**config.mk**
```make
export PLATFORM = sky130hd
export DESIGN_NAME = ready_reset_sync
export DESIGN_NICKNAME = d
export VERILOG_FILES = /design/src/rtl/rs_pkg.sv /design/src/rtl/ready_qualify.sv /design/src/rtl/ready_sync.sv /design/src/rtl/reset_cond.sv /design/src/rtl/ready_reset_sync.sv
export SDC_FILE = /design/constraint.sdc
export NUM_CORES = 1
export LEC_CHECK = 0
export BUFFER_PORTS_ARGS = -buffer_cell sky130_fd_sc_hd__buf_2
export CAP_MARGIN = 30
export CORE_MARGIN = 5
export CORE_UTILIZATION = 25
export DETAILED_ROUTE_END_ITERATION = 6
export SYNTH_ARGS = -nofsm -noshare
export SYNTH_HDL_FRONTEND = slang
export SYNTH_HIERARCHICAL = 1
export SYNTH_SLANG_ARGS = --single-unit
export TNS_END_PERCENT = 5
```
**constraint.sdc**
```tcl
create_clock -name clk -period 2.85 [get_ports clk]
set_clock_uncertainty 0.05 [all_clocks]
set_input_delay 0 -clock clk [delete_from_list [all_inputs] [get_ports clk]]
set_output_delay 0 -clock clk [all_outputs]
set_load 0.02 [all_outputs]
```
**src/rtl/rs_pkg.sv**
```systemverilog
// Package: shared types and defaults for the ready/reset synchronizer.
// Assumes: nothing beyond IEEE 1800-2017.
package rs_pkg;
    typedef enum logic {
        SYNC_TWO = 1'b0,   // rising-edge stage followed by falling-edge stage
        SYNC_ONE = 1'b1    // single falling-edge stage
    } sync_mode_e;

    localparam int unsigned RS_NUM_SRC     = 2;
    localparam int unsigned RS_HOLD_CLOCKS = 16;
    localparam int unsigned RS_SYNC_DEPTH  = 2;
endpackage

```
**src/rtl/ready_qualify.sv**
```systemverilog
// Module: ready_qualify
// Combines NUM_SRC ready requests. Each request is masked by its own
// active-low enable, and the masked terms are OR-ed into one raw ready.
// Assumes: inputs may be asynchronous; the result is synchronized downstream.
module ready_qualify #(
    parameter int unsigned NUM_SRC = 2
) (
    input  logic [NUM_SRC-1:0] rdy,
    input  logic [NUM_SRC-1:0] aen_n,
    output logic               raw_ready
);
    logic [NUM_SRC-1:0] gated;

    // One gate per source: the request counts only while its enable is low.
    for (genvar i = 0; i < NUM_SRC; i++) begin : g_gate
        assign gated[i] = rdy[i] & ~aen_n[i];
    end

    // Any qualified source raises the raw ready.
    always_comb begin
        raw_ready = |gated;
    end
endmodule

```
**src/rtl/ready_sync.sv**
```systemverilog
// Module: ready_sync
// Synchronizes the raw ready to the processor clock.
// Two-stage mode: a rising-edge flop feeds a falling-edge flop.
// One-stage mode: the falling-edge flop samples the raw ready directly.
// Assumes: the mode is quasi-static. sync_rst_n is synchronous and active
// low, and comes from the reset conditioner.
module ready_sync (
    input  logic              clk,
    input  logic              sync_rst_n,
    input  rs_pkg::sync_mode_e mode,
    input  logic              raw_ready,
    output logic              ready
);
    import rs_pkg::*;

    logic stage_rise;
    logic stage_fall;

    // First stage: capture the raw ready on the rising edge.
    always_ff @(posedge clk) begin
        if (!sync_rst_n) stage_rise <= 1'b0;
        else             stage_rise <= raw_ready;
    end

    // Output stage: falling-edge capture, with the source chosen by the mode.
    always_ff @(negedge clk) begin
        if (!sync_rst_n)            stage_fall <= 1'b0;
        else if (mode == SYNC_ONE)  stage_fall <= raw_ready;
        else                        stage_fall <= stage_rise;
    end

    // Output gate: ready is forced low while reset is held.
    always_comb begin
        ready = stage_fall & sync_rst_n;
    end

    // once reset is seen at a falling edge, the output flop is clear
    // by the next falling edge.
    assert_stage_clear_R8: assert property (@(negedge clk)
        !sync_rst_n |=> !stage_fall);

    // in two-stage mode the output flop takes the rising-edge stage.
    assert_two_stage_path_R5: assert property (@(negedge clk)
        (sync_rst_n && mode == SYNC_TWO) |=> (stage_fall == $past(stage_rise)));

    // in one-stage mode the output flop takes the raw ready directly.
    assert_one_stage_path_R4: assert property (@(negedge clk)
        (sync_rst_n && mode == SYNC_ONE) |=> (stage_fall == $past(raw_ready)));
endmodule

```
**src/rtl/reset_cond.sv**
```systemverilog
// Module: reset_cond
// Turns an asynchronous active-low reset request into an active-high reset.
// The request goes through a SYNC_DEPTH flop chain. The reset is then held
// for HOLD_CLOCKS rising edges after the synchronized request goes high.
// Assumes: SYNC_DEPTH >= 2 and HOLD_CLOCKS >= 2.
module reset_cond #(
    parameter int unsigned SYNC_DEPTH  = 2,
    parameter int unsigned HOLD_CLOCKS = 16
) (
    input  logic clk,
    input  logic res_in_n,
    output logic reset_out
);
    localparam int unsigned CW = $clog2(HOLD_CLOCKS);
    localparam logic [CW-1:0] LAST = CW'(HOLD_CLOCKS - 1);

    logic [SYNC_DEPTH-1:0] chain;
    logic                  sync_n;
    logic [CW-1:0]         hold_cnt;
    logic                  rst_q;

    // Synchronizer chain for the asynchronous reset request.
    always_ff @(posedge clk) begin
        chain <= {chain[SYNC_DEPTH-2:0], res_in_n};
    end

    assign sync_n = chain[SYNC_DEPTH-1];

    // Hold counter: clear on request, count while held, release at the last count.
    always_ff @(posedge clk) begin
        if (!sync_n) begin
            hold_cnt <= '0;
            rst_q    <= 1'b1;
        end else if (rst_q) begin
            if (hold_cnt == LAST) rst_q <= 1'b0;
            else                  hold_cnt <= hold_cnt + 1'b1;
        end
    end

    assign reset_out = rst_q;

    // Checker counter: consecutive rising edges with the synchronized request high.
    logic [CW:0] chk_high;
    always_ff @(posedge clk) begin
        if (!sync_n)                         chk_high <= '0;
        else if (chk_high != (CW+1)'(HOLD_CLOCKS)) chk_high <= chk_high + 1'b1;
    end

    // a synchronized low request asserts the reset on the next edge.
    assert_reset_follows_req_R6: assert property (@(posedge clk)
        !sync_n |=> reset_out);

    // the reset is released only after the full hold window.
    assert_min_hold_R7: assert property (@(posedge clk)
        $fell(reset_out) |-> (chk_high == (CW+1)'(HOLD_CLOCKS)));
endmodule

```
**src/rtl/ready_reset_sync.sv**
```systemverilog
// Module: ready_reset_sync (top)
// Qualifies two ready sources, synchronizes the result in a selectable
// depth, and conditions the processor reset.
// Assumes: async_sel changes only when the sources are quiet.
module ready_reset_sync #(
    parameter int unsigned HOLD_CLOCKS = rs_pkg::RS_HOLD_CLOCKS,
    parameter int unsigned SYNC_DEPTH  = rs_pkg::RS_SYNC_DEPTH
) (
    input  logic clk,
    input  logic rdy_a,
    input  logic aen_a_n,
    input  logic rdy_b,
    input  logic aen_b_n,
    input  logic async_sel,
    input  logic res_in_n,
    output logic ready,
    output logic reset_out
);
    import rs_pkg::*;

    localparam int unsigned NSRC = RS_NUM_SRC;

    logic       raw_ready;
    sync_mode_e mode;

    // Select decode: a high select means the sources are already synchronous.
    always_comb begin
        mode = async_sel ? SYNC_ONE : SYNC_TWO;
    end

    ready_qualify #(.NUM_SRC(NSRC)) u_qualify (
        .rdy       ({rdy_b, rdy_a}),
        .aen_n     ({aen_b_n, aen_a_n}),
        .raw_ready (raw_ready)
    );

    reset_cond #(.SYNC_DEPTH(SYNC_DEPTH), .HOLD_CLOCKS(HOLD_CLOCKS)) u_reset (
        .clk       (clk),
        .res_in_n  (res_in_n),
        .reset_out (reset_out)
    );

    ready_sync u_sync (
        .clk        (clk),
        .sync_rst_n (~reset_out),
        .mode       (mode),
        .raw_ready  (raw_ready),
        .ready      (ready)
    );
endmodule

```
==> results.toml, run 1 <==
[drt]
wirelength_um = 631
drtIter0Drc = 3
vias = 285
drc = 0
firstDrtPassIters = 2
wl_per_cell_um = 9.86
viasPerCell = 4.45
ant_nets = 0

[critical_path]
worstSetupStartpointType = "flop"
rr_worst_depth = 2
cp.required_ns = 2.80
endpoint_kind = "primary output"
slowest_delay_ns = 0.28
path_cells = "and2_1 -> buf_2"
crit_fanout = 1
slowest_stage = "dfxtp_1"
arrival_ns = 2.31
crit_type = "reg -> out"

[sta]
tightestPinTransition_ns = 0.215
setup_viol = 0
whs_ns = 0.0221
slew_headroom = 0.856
drv_slew = 0
rsz0062_at_grt = "false"
setup_tns_ns = 0
worst_slack_ns = 0.487
hold_viol = 0

[die]
io_pins = 9
coreArea_mm2 = 0.00135
rows = 13
die_y_um = 48.5
die_x_um = 48.5
start_util = 0.274
die_area_mm2 = 0.00235

[layout]
layout_commonest_cell = "dfxtp_1"
num-nets-final = 58
fin_cells = 64
diodes = 0
fin_util = 0.346
final_area_um2 = 467
post_route_cells_drive_above_1_share = 0.306
syn_to_final_growth_pct = 26.0
layout_common_cells = "dfxtp_1 (9), buf_2 (8), inv_1 (7)"

[placed_design]
gp_congestion = 0.708
place_area_um2 = 429
dp.cells = 59
pre_cts_ws_ns = 0.624
io_buffers = 8
hpwl_um = 472

[power]
cellLeakagePower_nw = 0.236
power.density_mw_per_mm2 = 550
finalPower_mw = 0.257
p_switching_mw = 0.0622
vdd_drop_max_v = 0.000215
sequentialPowerShare = 0.533
clockPowerShare = 0.402
swShare = 0.242
p_int_mw = 0.195
p_comb_frac = 0.066

[global_route]
grt_max_degree = 7
grt_pass1_wl_mm = 1.08
overflow = 0
track_usage = 0.0608
grt_pass1_vias = 251
antenna_found_initial = 0

[clocking]
numCtsBuffers = 3
cts_sinks = 9
clkTransAtPathRegs_ns = 0.07
clock_latency_ns = 0.26
cts_buffer_depth = 2
cts_tree = "built"
h-tree-depth = 1
clock_tree.root_cell = "clkbuf_4"

[run]
drv_cap = 0

[yosys]
synthesis.nets = 44
synth_area_leaders = "dfxtp_1 (49%), mux2i_1 (8.1%), inv_1 (7.1%)"
synthCells = 36
synth_seq_cells = 9
synth.distinct_cells = 15
synth_top_cell_area_share = 0.486
yosys_warnings = 6
synth_seq_area_share = 0.486
synth.cell_area_um2 = 370
syn_avg_cell_area_um2 = 10.3
yosys.area.top_type = "dfxtp_1"

[status]
status = "finished, final reports clean"

[hold_path]
min_path_type = "in -> reg"
worstHoldPathCells = 3
what timing repair did:
item | in CTS | in global routing
setup buffers | 0 | 0
gates resized for setup | 0 | 0
hold buffers | 1 | 0
endpoints found under the hold margin | 1 | 0
endpoints found under the setup margin | 0 | 0
synthesized netlist by cell type:
cell type and n:
nand2_1 3, a211oi_1 1, ha_1 1, nor3_1 2, and4b_1 1, a31oi_4 1
and2_1 2, o22ai_2 1, inv_1 7, nand4_2 1, dfxtp_1 9, mux2i_1 3
a21oi_1 1, nor2b_1 1, nand2b_1 2
worst max-delay path: cells and delay by family, from the launching register on:
family | cells | cell delay [ns]
and+or+nand+nor | 1 | 0.14
DFF | 1 | 0.28
buffers and inverters | 1 | 0.15
registers in the layout (all words and copies together), names as in the netlist:
name and cells:
u_reset/chain 2, u_sync/stage_rise 1, u_reset/hold_cnt 4, u_reset/reset_out 1, u_sync/stage_fall 1
cells by family (layout without fill, tap and decap cells):
logic type / after synthesis / after routing / share of synthesized area
AND/OR/NAND/NOR: 12 / 12 / 0.203
flip-flops: 9 / 9 / 0.486
buffers and inverters: 7 / 20 / 0.0710
AO/OA/AOI/OAI: 4 / 4 / 0.125
multiplexers: 3 / 3 / 0.0811
adder cells (fa/ha/maj): 1 / 1 / 0.0338
layout make-up:
| cell class | instances | area [um^2] |
|---|---|---|
| Clock buffer | 3 | 22.5 |
| Sequential cell | 9 | 180 |
| Fill cell | 147 | 883 |
| Tap cell | 15 | 18.8 |
| Inverter | 6 | 22.5 |
| Multi-Input combinational cell | 20 | 164 |
| Clock inverter | 2 | 8.76 |
| Timing Repair Buffer | 9 | 50.0 |
final timing paths:
check                                    start                      endpoint  slack (ns)
hold reg to reg       u_reset/chain[0]$_DFF_P_      u_reset/chain[1]$_DFF_P_        0.28
hold / removal                         aen_b_n  u_sync/stage_rise$_SDFF_PN0_        0.02
setup reg to reg  u_reset/reset_out$_SDFF_PN1_  u_sync/stage_fall$_SDFF_NN0_        0.68
setup / recovery  u_sync/stage_fall$_SDFF_NN0_                         ready        0.49
power by group through the flow:
stage	Combinational [mW]	Sequential [mW]	Clock [mW]
2_1_floorplan	0.0103	0.138	0.00439
3_3_place_gp	0.0154	0.140	0.00439
3_5_place_dp	0.0159	0.140	0.00439
4_1_cts	0.0170	0.137	0.109
5_1_grt	0.0192	0.138	0.113
6_report	0.0168	0.137	0.103
layer usage:
layer  share of wire  vias to the layer above  global-route usage
met5               0                        -                   0
met4           0.019                        0              0.0807
met3            0.10                        2              0.0275
met2            0.42                        8              0.0696
met1            0.45                      129              0.0700
li1                -                      146                   -
Power figures use the tool's default switching activity.
==> run 2: changes to the inputs <==
--- a/config.mk
+++ b/config.mk
@@ -5,6 +5,7 @@
 export SDC_FILE = /design/constraint.sdc
 export NUM_CORES = 1
 export LEC_CHECK = 0
+export ABC_AREA = 1
 export BUFFER_PORTS_ARGS = -buffer_cell sky130_fd_sc_hd__buf_2
 export CAP_MARGIN = 30
 export CORE_MARGIN = 5
==> constraint.sdc (replaced) <==
create_clock -name clk -period 2.4 [get_ports clk]
set_clock_uncertainty 0.05 [all_clocks]
set_input_delay 0 -clock clk [delete_from_list [all_inputs] [get_ports clk]]
set_output_delay 0 -clock clk [all_outputs]
set_load 0.02 [all_outputs]
==> results.toml, run 2 <==
[status]
status = "finished, final reports clean"

[layout]
diodes = 0
layout_common_cells = "nand2_1 (13), inv_1 (9), nor2_1 (9), dfxtp_1 (9), buf_2 (8)"
largest_register_ffs = 4
regMostFlops = "u_reset/hold_cnt"
syn_to_final_growth_pct = 26.1
layout_commonest_cell = "nand2_1"
post_route_cells_drive_above_1_share = 0.266
num-nets-final = 73
top_regs = "u_reset/hold_cnt x4, u_reset/chain x2"
final_area_um2 = 465

[global_route]
grt_max_degree = 7
track_usage = 0.0743
grt_pass1_wl_mm = 1.29
overflow = 0
grt_pass1_vias = 321
antenna_found_initial = 0

[yosys]
synthCells = 51
synth_seq_area_share = 0.488
yosysMostFrequentCell = "nand2_1"
synthFlopType = "dfxtp_1"
post_synth_most_frequent_cells = "nand2_1 (13), dfxtp_1 (9), inv_1 (9), nor2_1 (9)"
synthesis.nets = 59
synth_area_leaders = "dfxtp_1 (49%), nand2_1 (13%), inv_1 (9.2%)"
synth.cell_area_um2 = 369
synth_seq_cells = 9
syn_avg_cell_area_um2 = 7.24
async_reset_ff_frac = 0
synth_edf_count = 0
synth_top_cell_area_share = 0.488
synth.distinct_cells = 13
yosys.area.top_type = "dfxtp_1"
yosys_warnings = 6

[clocking]
clock_latency_ns = 0.26
clkTransAtPathRegs_ns = 0.06
h-tree-depth = 1
cts_sinks = 9
clock_tree.root_cell = "clkbuf_4"
numCtsBuffers = 3
cts_tree = "built"
cts_buffer_depth = 2
cts_setup_buffers = 0

[sta]
setup_tns_ns = 0
worst_slack_ns = 0.312
hold_viol = 0
setup_viol = 0
tightestPinTransition_ns = 0.178
drv_slew = 0
rsz0062_at_grt = "false"
slew_headroom = 0.881

[critical_path]
worstSetupStartpointType = "flop"
endpoint_kind = "primary output"
crit_fanout = 1
arrival_ns = 2.04
crit_type = "reg -> out"
cp.required_ns = 2.35

[drt]
ant_nets = 0
wirelength_um = 670
drc = 0
drtIter0Drc = 4
viasPerCell = 4.06
vias = 321
firstDrtPassIters = 2
wl_per_cell_um = 8.48

[die]
start_util = 0.273
die_y_um = 48.4
die_x_um = 48.4
die_area_mm2 = 0.00234
rows = 13
io_pins = 9
coreArea_mm2 = 0.00135

[power]
cellLeakagePower_nw = 0.246
power.density_mw_per_mm2 = 645
vdd_drop_max_v = 0.000258

[placed_design]
pre_cts_ws_ns = 0.440
io_buffers = 8
gp_congestion = 0.637
hpwl_um = 537
place_area_um2 = 428

[hold_path]
min_path_type = "in -> reg"

[run]
drv_cap = 0
==> run 2: worst paths after layout <==
check | end | cells past startpoint | start | slack [ns]
max | ready | 3 | u_sync/stage_fall$_SDFF_NN0_ | 0.31
min | u_sync/stage_rise$_SDFF_PN0_ | 5 | rdy_b | 0.007
max reg2reg | u_sync/stage_fall$_SDFF_NN0_ | 3 | u_reset/reset_out$_SDFF_PN1_ | 0.48
min reg2reg | u_reset/chain[1]$_DFF_P_ | 0 | u_reset/chain[0]$_DFF_P_ | 0.28
==> run 2: worst max-delay path: stages (launching register included) <==
cell and delay, ns:
dfxtp_1 0.29, nand2_1 0.05, inv_1 0.04, buf_2 0.15
==> run 2: area by class of cell <==
cell class	instances	area, um^2
Fill cell	160	885
Multi-Input combinational cell	32	151
Clock inverter	2	8.76
Timing Repair Buffer	9	50.0
Clock buffer	3	22.5
Inverter	9	33.8
Tap cell	15	18.8
Sequential cell	9	180
==> run 2: report_power, final <==
part | internal, mW | switching, mW | leakage [nW]
logic | 0.0101 | 0.00865 | 0.153
registers | 0.156 | 0.00593 | 0.0739
clock network | 0.0628 | 0.0571 | 0.0192
total | 0.228 | 0.0717 | 0.246
==> run 2: timing repair <==
item                                   in CTS  in global routing
resized for setup                           0                  0
hold buffers                                1                  0
endpoints found under the hold margin       1                  0
==> run 2: logic make-up (layout without fill, tap and decap cells) <==
family	count (synthesis)	after routing	share of synthesized area
DFF	9	9	0.488
and+or+nand+nor	29	29	0.349
AOI/OAI and AO/OA	2	2	0.0271
buffers and inverters	10	23	0.102
adders and majority gates	1	1	0.0339
==> run 2: layer usage <==
| metal | vias to the layer above | share of wire | global-route usage |
|---|---|---|---|
| li1 | 177 | - | - |
| met3 | 2 | 0.019 | 0.0275 |
| met5 | - | 0 | 0 |
| met2 | 4 | 0.53 | 0.109 |
| met1 | 138 | 0.41 | 0.0701 |
| met4 | 0 | 0.040 | 0.0968 |
==> run 2: per-stage QoR <==
step	total power, mW	std cells	util	hold WS [ns]
finish	0.300	79	0.345	0.00707
global route	0.324	79	0.345	0.0378
CTS	0.309	79	0.345	0.000315
detailed placement	0.188	74	0.317	0.0549
global placement	0.187	74	0.317	0.0527
floorplan	0.180	51	-	-0.0223
==> run 3: changes to the inputs <==
--- a/config.mk
+++ b/config.mk
@@ -11,6 +11,7 @@
 export CORE_MARGIN = 5
 export CORE_UTILIZATION = 25
 export DETAILED_ROUTE_END_ITERATION = 6
+export SETUP_SLACK_MARGIN = 0.3
 export SYNTH_ARGS = -nofsm -noshare
 export SYNTH_HDL_FRONTEND = slang
 export SYNTH_HIERARCHICAL = 1
==> constraint.sdc (replaced) <==
create_clock -name clk -period 2.4 [get_ports clk]
set_clock_uncertainty 0.05 [all_clocks]
set_input_delay 0.24 -clock clk [delete_from_list [all_inputs] [get_ports clk]]
set_output_delay 0.24 -clock clk [all_outputs]
set_load 0.02 [all_outputs]
==> results.toml, run 3 (same netlist as run 2, synthesis figures left out) <==
[sta]
drv_slew = 0
setup_viol = 0
hold_viol = 0
slew_headroom = 0.876
whs_ns = 0.0414
tightestPinTransition_ns = 0.184
rsz0062_at_grt = "true"
setup_tns_ns = 0

[power]
p_switching_mw = 0.0669
sequentialPowerShare = 0.551
p_comb_frac = 0.059
p_int_mw = 0.226
power.density_mw_per_mm2 = 637
vdd_drop_max_v = 0.000305
clockPowerShare = 0.390
cellLeakagePower_nw = 0.248
swShare = 0.228

[drt]
wirelength_um = 612
wl_per_cell_um = 7.85
vias = 316
drc = 0
ant_nets = 0
viasPerCell = 4.05
drtIter0Drc = 8
firstDrtPassIters = 2

[placed_design]
io_buffers = 8
gp_congestion = 0.650
hpwl_um = 462

[critical_path]
cp.required_ns = 2.11
path_buf_inv = 2
worstSetupStartpointType = "flop"
rr_endpoint = "u_sync/stage_fall$_SDFF_NN0_"
r2r_start = "u_reset/reset_out$_SDFF_PN1_"
arrival_ns = 2.02
crit_fanout = 1
path_cells = "nand2_1 -> inv_1 -> buf_6"
path_depth = 3
endpoint_kind = "primary output"
slowest_delay_ns = 0.29
r2r_slack_ns = 0.48
cp_top_family = "flip-flops"
crit_type = "reg -> out"
rr_worst_depth = 3
slowest_stage = "dfxtp_1"

[clocking]
clock_tree.root_cell = "clkbuf_4"
clock_latency_ns = 0.26
cts_setup_buffers = 0
clkTransAtPathRegs_ns = 0.05
cts_tree = "built"
cts_sinks = 9
numCtsBuffers = 3
cts_buffer_depth = 2
holdBufCountCts = 0
h-tree-depth = 1

[global_route]
grt_pass1_wl_mm = 1.18
grt_max_degree = 6
busiest_layer = "met2"
overflow = 0
track_usage = 0.0668
met1_usage = 0.0683
groute.layer.met3.usage = 0.0367
antenna_found_initial = 0
use_met2 = 0.0978
grt_pass1_vias = 289

[layout]
diodes = 0
syn_to_final_growth_pct = 24.7
nFillCells = 150
layout_common_cells = "nand2_1 (13), inv_1 (10), nor2_1 (9), dfxtp_1 (9), buf_2 (7)"
layout_commonest_cell = "nand2_1"
post_route_cells_drive_above_1_share = 0.254
num-nets-final = 72
largest_register_ffs = 4
top_regs = "u_reset/hold_cnt x4, u_reset/chain x2"
regMostFlops = "u_reset/hold_cnt"

[die]
start_util = 0.273
coreArea_mm2 = 0.00135
die_area_mm2 = 0.00234
io_pins = 9
die_x_um = 48.4
die_y_um = 48.4
rows = 13

[hold_path]
worstHoldPathCells = 1
min_path_type = "in -> reg"
hold_end = "u_reset/chain[0]$_DFF_P_"
min-delay-start = "res_in_n"

[run]
drv_cap = 0

[status]
status = "finished, final reports clean"
-- run 3: cell count changes in the layout (fill, tap and decap cells not counted) --
cell	previous run	this run
buf_2	8	7
buf_6	0	1
clkinvlp_2	1	0
inv_1	9	10
dlygate4sd3_1	1	0
-- run 3: through the flow --
stage	area, um^2	cells	power (mW)	utilization	setup WS [ns]
2_1_floorplan	369	51	0.180	-	0.338
3_3_place_gp	428	74	0.186	0.317	0.396
3_5_place_dp	428	74	0.188	0.317	0.392
4_1_cts	460	78	0.302	0.341	0.0755
5_1_grt	460	78	0.321	0.341	0.0383
6_report	460	78	0.293	0.341	0.0885
-- run 3: per-layer routing --
layer	vias up	part of all wire
met2	7	0.50
met4	0	0.031
met5	-	0
met3	2	0.052
met1	129	0.41
li1	178	-
-- run 3: final cells by class --
cell class	count	area, um^2	share of cell area
sequential	9	180	0.391
multi-input combinational	32	151	0.329
timing repair buffer	8	46.3	0.101
inverter	9	33.8	0.0734
clock buffer	3	22.5	0.0489
tap	15	18.8	0.0408
clock inverter	2	7.51	0.0163
-- run 3: timing repair --
action	in CTS	in global routing
pin swaps	0	0
setup endpoints to repair	1	1
gates resized for setup	2	0
-- run 3: power by group through the flow --
stage | combinational [mW] | clock, mW | sequential, mW
4_1_cts | 0.0178 | 0.122 | 0.162
3_3_place_gp | 0.0168 | 0.00522 | 0.165
2_1_floorplan | 0.0110 | 0.00522 | 0.163
6_report | 0.0174 | 0.114 | 0.162
3_5_place_dp | 0.0177 | 0.00522 | 0.165
5_1_grt | 0.0211 | 0.137 | 0.163
-- run 3: worst max-delay path by stage --
stage	endpoint	start
2_1_floorplan	u_sync/stage_fall$_SDFF_NN0_	u_reset/reset_out$_SDFF_PN1_
3_3_place_gp	ready	u_sync/stage_fall$_SDFF_NN0_
3_5_place_dp	ready	u_sync/stage_fall$_SDFF_NN0_
4_1_cts	ready	u_sync/stage_fall$_SDFF_NN0_
5_1_grt	ready	u_sync/stage_fall$_SDFF_NN0_
6_report	ready	u_sync/stage_fall$_SDFF_NN0_
